[src/rtl/can_tx_status_pkg.sv]
package can_tx_status_pkg;
  localparam int CMP_POS = 0;
  localparam int OK_POS  = 1;
  localparam int ARB_POS = 2;
  localparam int ERR_POS = 3;
  localparam int ABT_POS = 7;

  typedef struct packed {
    logic clrOutcome;
    logic setCmp;
    logic sendDone;
    logic okVal;
    logic setArb;
    logic setErr;
    logic setAbort;
    logic clrAbort;
  } laneStb_t;
endpackage

[src/rtl/can_tx_status_ctrl.sv]
module can_tx_status_ctrl
  import can_tx_status_pkg::*;
#(
  parameter int NUM_MBOX = 3,
  parameter int LANE_W   = 8,
  parameter int DATA_W   = 32
) (
  input  logic                wrEn,
  input  logic [DATA_W-1:0]   wrData,
  input  logic [NUM_MBOX-1:0] evtOk,
  input  logic [NUM_MBOX-1:0] evtArbLost,
  input  logic [NUM_MBOX-1:0] evtError,
  input  logic [NUM_MBOX-1:0] evtAbortDone,
  input  logic [NUM_MBOX-1:0] mboxIdle,
  input  logic [NUM_MBOX-1:0] mboxPending,
  input  logic [NUM_MBOX-1:0] txReqSet,
  output laneStb_t            stb [NUM_MBOX]
);
  logic unusedWrBits;
  assign unusedWrBits = ^wrData;

  for (genvar i = 0; i < NUM_MBOX; i++) begin : g_lane
    localparam int BASE = i * LANE_W;
    always_comb begin
      stb[i].sendDone   = evtOk[i] | evtArbLost[i] | evtError[i];
      stb[i].setCmp     = stb[i].sendDone | evtAbortDone[i];
      stb[i].okVal      = evtOk[i];
      stb[i].setArb     = evtArbLost[i];
      stb[i].setErr     = evtError[i];
      stb[i].clrOutcome = txReqSet[i] | (wrEn & wrData[BASE+CMP_POS]);
      stb[i].setAbort   = wrEn & wrData[BASE+ABT_POS] & mboxPending[i];
      stb[i].clrAbort   = mboxIdle[i];
    end
  end
endmodule

[src/rtl/can_tx_status_data.sv]
module can_tx_status_data
  import can_tx_status_pkg::*;
#(
  parameter int NUM_MBOX = 3,
  parameter int LANE_W   = 8,
  parameter int DATA_W   = 32
) (
  input  logic                clk,
  input  logic                rstN,
  input  laneStb_t            stb [NUM_MBOX],
  output logic [DATA_W-1:0]   rdData,
  output logic [NUM_MBOX-1:0] abortReq
);
  logic [NUM_MBOX-1:0] cmpQ, okQ, arbQ, errQ, abtQ;

  for (genvar i = 0; i < NUM_MBOX; i++) begin : g_lane
    always_ff @(posedge clk) begin
      if (!rstN) begin
        cmpQ[i] <= 1'b0;
        okQ[i]  <= 1'b0;
        arbQ[i] <= 1'b0;
        errQ[i] <= 1'b0;
        abtQ[i] <= 1'b0;
      end else begin
        cmpQ[i] <= (cmpQ[i] & ~stb[i].clrOutcome) | stb[i].setCmp;
        okQ[i]  <= stb[i].sendDone ? stb[i].okVal : (okQ[i] & ~stb[i].clrOutcome);
        arbQ[i] <= (arbQ[i] & ~stb[i].clrOutcome) | stb[i].setArb;
        errQ[i] <= (errQ[i] & ~stb[i].clrOutcome) | stb[i].setErr;
        abtQ[i] <= stb[i].clrAbort ? 1'b0 : (abtQ[i] | stb[i].setAbort);
      end
    end

    // an outcome flag never stands without completion
    a_r5_outcome_needs_cmp: assert property (@(posedge clk) disable iff (!rstN)
      (okQ[i] | arbQ[i] | errQ[i]) |-> cmpQ[i]);
    // any completion event leaves completion set
    a_r3_event_sets_cmp: assert property (@(posedge clk) disable iff (!rstN)
      stb[i].setCmp |=> cmpQ[i]);
    // a clear with no event empties the lane
    a_r6_clear_wipes: assert property (@(posedge clk) disable iff (!rstN)
      (stb[i].clrOutcome && !stb[i].setCmp) |=> !(cmpQ[i] | okQ[i] | arbQ[i] | errQ[i]));
    // abort only rises after an accepted write
    a_r10_abort_gated: assert property (@(posedge clk) disable iff (!rstN)
      $rose(abtQ[i]) |-> $past(stb[i].setAbort));
    // idle removes abort
    a_r12_idle_drops_abort: assert property (@(posedge clk) disable iff (!rstN)
      stb[i].clrAbort |=> !abtQ[i]);
  end

  always_comb begin
    rdData = '0;
    for (int i = 0; i < NUM_MBOX; i++) begin
      rdData[i*LANE_W+CMP_POS] = cmpQ[i];
      rdData[i*LANE_W+OK_POS]  = okQ[i];
      rdData[i*LANE_W+ARB_POS] = arbQ[i];
      rdData[i*LANE_W+ERR_POS] = errQ[i];
      rdData[i*LANE_W+ABT_POS] = abtQ[i];
    end
  end

  assign abortReq = abtQ;
endmodule

[src/rtl/can_tx_status.sv]
module can_tx_status
  import can_tx_status_pkg::*;
#(
  parameter int NUM_MBOX = 3,
  parameter int LANE_W   = 8,
  parameter int DATA_W   = 32
) (
  input  logic                clk,
  input  logic                rstN,
  input  logic                wrEn,
  input  logic [DATA_W-1:0]   wrData,
  output logic [DATA_W-1:0]   rdData,
  input  logic [NUM_MBOX-1:0] evtOk,
  input  logic [NUM_MBOX-1:0] evtArbLost,
  input  logic [NUM_MBOX-1:0] evtError,
  input  logic [NUM_MBOX-1:0] evtAbortDone,
  input  logic [NUM_MBOX-1:0] mboxIdle,
  input  logic [NUM_MBOX-1:0] mboxPending,
  input  logic [NUM_MBOX-1:0] txReqSet,
  output logic [NUM_MBOX-1:0] abortReq
);
  laneStb_t stb [NUM_MBOX];

  can_tx_status_ctrl #(.NUM_MBOX(NUM_MBOX), .LANE_W(LANE_W), .DATA_W(DATA_W)) u_ctrl (
    .wrEn(wrEn), .wrData(wrData), .evtOk(evtOk), .evtArbLost(evtArbLost),
    .evtError(evtError), .evtAbortDone(evtAbortDone), .mboxIdle(mboxIdle),
    .mboxPending(mboxPending), .txReqSet(txReqSet), .stb(stb)
  );

  can_tx_status_data #(.NUM_MBOX(NUM_MBOX), .LANE_W(LANE_W), .DATA_W(DATA_W)) u_data (
    .clk(clk), .rstN(rstN), .stb(stb), .rdData(rdData), .abortReq(abortReq)
  );
endmodule

[config.mk]
export PLATFORM = sky130hd
export DESIGN_NAME = can_tx_status
export DESIGN_NICKNAME = d
export VERILOG_FILES = /design/src/rtl/can_tx_status_pkg.sv /design/src/rtl/can_tx_status_ctrl.sv /design/src/rtl/can_tx_status_data.sv /design/src/rtl/can_tx_status.sv
export SDC_FILE = /design/constraint.sdc
export NUM_CORES = 1
export LEC_CHECK = 0
export BUFFER_PORTS_ARGS = -buffer_cell sky130_fd_sc_hd__clkbuf_2
export CORE_MARGIN = 2
export CORE_UTILIZATION = 28
export CTS_CLUSTER_DIAMETER = 120
export CTS_CLUSTER_SIZE = 30
export DETAILED_ROUTE_END_ITERATION = 12
export GPL_TIMING_DRIVEN = 1
export PLACE_DENSITY_LB_ADDON = 0.05
export SLEW_MARGIN = 15
export SYNTH_ARGS = -nofsm -noshare
export SYNTH_HDL_FRONTEND = slang
export SYNTH_SLANG_ARGS = --single-unit
[constraint.sdc]
create_clock -name clk -period 1 [get_ports clk]
set_clock_uncertainty 0.1 [all_clocks]
set_input_delay 0.3 -clock clk [delete_from_list [all_inputs] [get_ports clk]]
set_output_delay 0.3 -clock clk [all_outputs]
set_load 0.01 [all_outputs]
Word-level counts from Yosys, hierarchy flattened:

Index checks and enable logic that the tools add are counted.

* output and inout port bits: 35
* register bits after elaboration: 15

* mux-type cells: 3
* reduce and logical (&&, ||, !) cells: 3
* bitwise logic cells: 49

Operator list (count)
* 1-bit bitwise OR: 24
* 1-bit AND: 21
* 2-bit OR reduction: 3
* 1-bit NOT: 4
* 1-bit 2-to-1 mux: 3

Longest topological paths before layout:

* word-level depth: 5
* depth in mapped cells: 4
* depth with buffers taken out: 2

By module:

Synthesis repeated with hierarchy kept, for this count alone.

* cell total of the unflattened synthesis: 92
* area, all modules: 875.8 um^2

By module, submodules not included
* can_tx_status_data: area each 699.4 um^2, cells an instance 68, instances 1
* can_tx_status_ctrl: area each 176.4 um^2, cells an instance 24, instances 1

Least setup slack after synthesis:

Ideal clock, no wire load.

* path type: input -> register
* start point: in rstN
* end point: reg u_data.cmpQ[0] (netlist: u_data.rdData[0])
* cell stages on the path: 4
* setup time: 0.133 ns
* arrival time: 0.756 ns
* slack: 0.012 ns
* required time: 0.767 ns
* path through: buf_4 buf_2 o41ai_1 o21ai_0

RTL lines
* from (decl): RTL line can_tx_status.sv:9 `input logic rstN,`
* to (signal, indexed assignment): RTL line can_tx_status_data.sv:25 `cmpQ[i] <= (cmpQ[i] & ~stb[i].clrOutcome) | stb[i].setCmp;`
* to (decl): RTL line can_tx_status_data.sv:14 `logic [NUM_MBOX-1:0] cmpQ, okQ, arbQ, errQ, abtQ;`

Worst setup path in the final report:

* start point: reg u_data.abtQ[2] (netlist: u_data.abortReq[2])
* end point: out abortReq[2]

RTL lines
* from (decl): RTL line can_tx_status_data.sv:14
* from (signal, indexed assignment): RTL line can_tx_status_data.sv:29 `abtQ[i] <= stb[i].clrAbort ? 1'b0 : (abtQ[i] | stb[i].setAbort);`
* to (decl): RTL line can_tx_status.sv:20 `output logic [NUM_MBOX-1:0] abortReq`

No word-level cell between the ends.

==> impl_results.md <==
- Run status: finished, violations left
- Violations in the final reports: negative setup slack
- Top-Level Pins: 91
- Combined area of all synthesized cells: about 740 µm²
- Mapped Cells: 84
- Global-route wire length before repair: 2510 µm
- Leakage Power: 0.580 nW
- Peak supply drop: 0.551 mV
- Routed wirelength normalized by instance count: 9.88 µm
- Top library cells by usage in the layout, fill and taps aside: sky130_fd_sc_hd__clkbuf_2, sky130_fd_sc_hd__nand2_1, sky130_fd_sc_hd__conb_1
- Post-synthesis sequential element count: 15
- Crit path largest cell delay: 0.36 ns
- Gp weighted congestion: 0.706
- N_diodes: 0
- Die boundary height: about 55 µm
- Critical Path Fanout Max: 3
- Input/output buffers: 47
- Final standard cell area without fillers: 1140 µm²
- Total Die Area: 3070 µm²
- Die extent in x: between 50 and 60 µm
- Root buffer cell: sky130_fd_sc_hd__clkbuf_4
- Cells traversed along the worst timing path: buf_6
- Final Hold Violating Endpoints: 0
- Overall global routing resource usage: 0.105
- Synthesis warning total: 0
- Data arrival time of the critical path: 0.75 ns
- Via count of the first global-routing pass: 579
- Detailed-routing iteration count for the pre-antenna-repair pass: 3
- CTS H-Tree Depth: 1
- Row count: 18
- Synth-to-layout area growth: 54.8%
- Worst slack, placed: -0.182 ns
- Register clock-pin slew on the reported worst setup and hold paths: 0.09 ns
- Leading cell type in the layout, fill and taps excluded: sky130_fd_sc_hd__clkbuf_2
- Via-to-Cell Ratio: 4.21
- CP Launch Type: register
- Setup slack after layout: -0.150 ns
- Post-synthesis cell type count: 12
- Number of buffers inserted during clock tree synthesis: 3
- Worst min-delay path category: input port to register
- Starting Density: 0.296
- Number of maximum-capacitance constraint violations: 0
- Master of the slowest instance on the critical path: sky130_fd_sc_hd__dfxtp_4
- Clock latency reported for the late side of the worst-skew pair: 0.27 ns
- DRC violation total after the first TritonRoute iteration: 20
- CTS Buffer Depth: 2
- Net total in the final layout: 196
- Via count: 712
- Final critical-path share of the clock period: 1.15
- Final-report max-slew violation count: 0
- Setup repair after global routing missed its margin: yes
- Average instance area after synthesis: about 8.8 µm²
- Critical path capture point type: output pin
- Part of the Yosys area used for sequential elements: 0.406
- Aggregate global routing overflow: 0
- Antenna violations before repair: 0
- DR DRC count: 0
- Core area: between 2000 and 2500 µm²
- Buffers plus inverters on the worst setup path: 1
- Worst setup path class: register to output pin
- Clock tree from TritonCTS: built
- Maximum clock rate: around 0.87 GHz
- Required time at the worst-slack endpoint: 0.60 ns
- Power density of the placed cells: 1150 nW/µm²
- # setup viols final: 18
- Fraction of layout instances using a drive strength above 1: 0.583
- Overall routed net length: 1670 µm
- Dpl cell area: 982 µm²
- Maximum number of pins on one net before global-route repair: 17
- Tmin final: 1.15 ns
- Final core area utilization: 0.458
- Number of antenna-violating nets in the routed design: 0
- Cell class contributing the biggest share of worst-path delay: flip-flops
- Detailed placer's ending HPWL: 1350 µm
- Setup TNS: -2.27 ns
- CTS Hold Buffers Added: 0
- Total clock sinks: 15
- Tightest hold margin: 0.0634 ns
-- synth_stat cells --
| library cell | instances | share of area |
|---|---|---|
| sky130_fd_sc_hd__dfxtp_1 | 15 | 0.41 |
| sky130_fd_sc_hd__a31oi_1 | 3 | 0.025 |
| sky130_fd_sc_hd__a21o_1 | 1 | 0.010 |
| sky130_fd_sc_hd__a21o_2 | 2 | 0.024 |
| sky130_fd_sc_hd__o41ai_2 | 3 | 0.066 |
| sky130_fd_sc_hd__buf_2 | 1 | 0.0068 |
| sky130_fd_sc_hd__conb_1 | 1 | 0.0051 |
| sky130_fd_sc_hd__nor3b_1 | 3 | 0.030 |
| sky130_fd_sc_hd__o21ai_0 | 9 | 0.061 |
| sky130_fd_sc_hd__o41ai_1 | 3 | 0.036 |
| sky130_fd_sc_hd__buf_4 | 22 | 0.22 |
| sky130_fd_sc_hd__nand2_1 | 21 | 0.11 |
-- logic make-up after synthesis --
group | count (synthesis) | share of synthesized area
DFF | 15 | 0.406
buffers and inverters | 23 | 0.230
other | 1 | 0.00507
AOI/OAI and AO/OA | 21 | 0.222
and+or+nand+nor | 24 | 0.137
-- through the flow --
stage / power, mW / instances
2_1_floorplan: 0.839 / 100
3_5_place_dp: 0.935 / 163
4_1_cts: 1.29 / 167
5_1_grt: 1.40 / 169
3_3_place_gp: 0.933 / 163
6_report: 1.32 / 169
-- layer usage --
metal | share of wire | wire [µm] | GRT usage
met1 | 0.40 | 675 | 0.119
met2 | 0.46 | 769 | 0.167
met5 | 0 | 0 | 0
met4 | 0.0090 | 15 | 0.0418
met3 | 0.13 | 210 | 0.0539
-- report_power, final --
| part | switching [mW] | leakage [nW] | internal, mW |
|---|---|---|---|
| Clock | 0.187 | 0.0150 | 0.154 |
| Combinational | 0.141 | 0.437 | 0.174 |
| Sequential | 0.0259 | 0.129 | 0.640 |
| Total | 0.354 | 0.580 | 0.968 |
-- cell type report --
type	instances	area (µm²)
Timing Repair Buffer	58	430
Clock buffer	4	26.3
Sequential cell	15	322
Tap cell	30	37.5
Fill cell	278	1360
Multi-Input combinational cell	62	329
-- repair_timing --
action / 4_1_cts / 5_1_grt
buffers inserted: 0 / 2
resized for setup: 15 / 35
setup endpoints to repair: 18 / 18
-- path summary, 6_finish.rpt --
kind	start	to	slack, ns	cells past startpoint
setup / recovery	u_data.abortReq[2]$_SDFF_PP0_	abortReq[2]	-0.15	1
hold / removal	mboxIdle[2]	u_data.abortReq[2]$_SDFF_PP0_	0.06	2
setup reg to reg	u_data.rdData[17]$_SDFF_PN0_	u_data.rdData[17]$_SDFF_PN0_	0.22	2
hold reg to reg	u_data.rdData[19]$_SDFF_PN0_	u_data.rdData[19]$_SDFF_PN0_	0.37	2
-- state kept, by name, summed over array words and instances, names as in the netlist --
signal and count:
u_data.rdData 12, u_data.abortReq 3
-- worst reg2reg max path, stage by stage, from the launching register on --
cell                      delay, ns
sky130_fd_sc_hd__dfxtp_2       0.34
sky130_fd_sc_hd__nand2_1       0.06
sky130_fd_sc_hd__o41ai_2       0.19
Note: power is estimated with default switching activity, not from simulation.
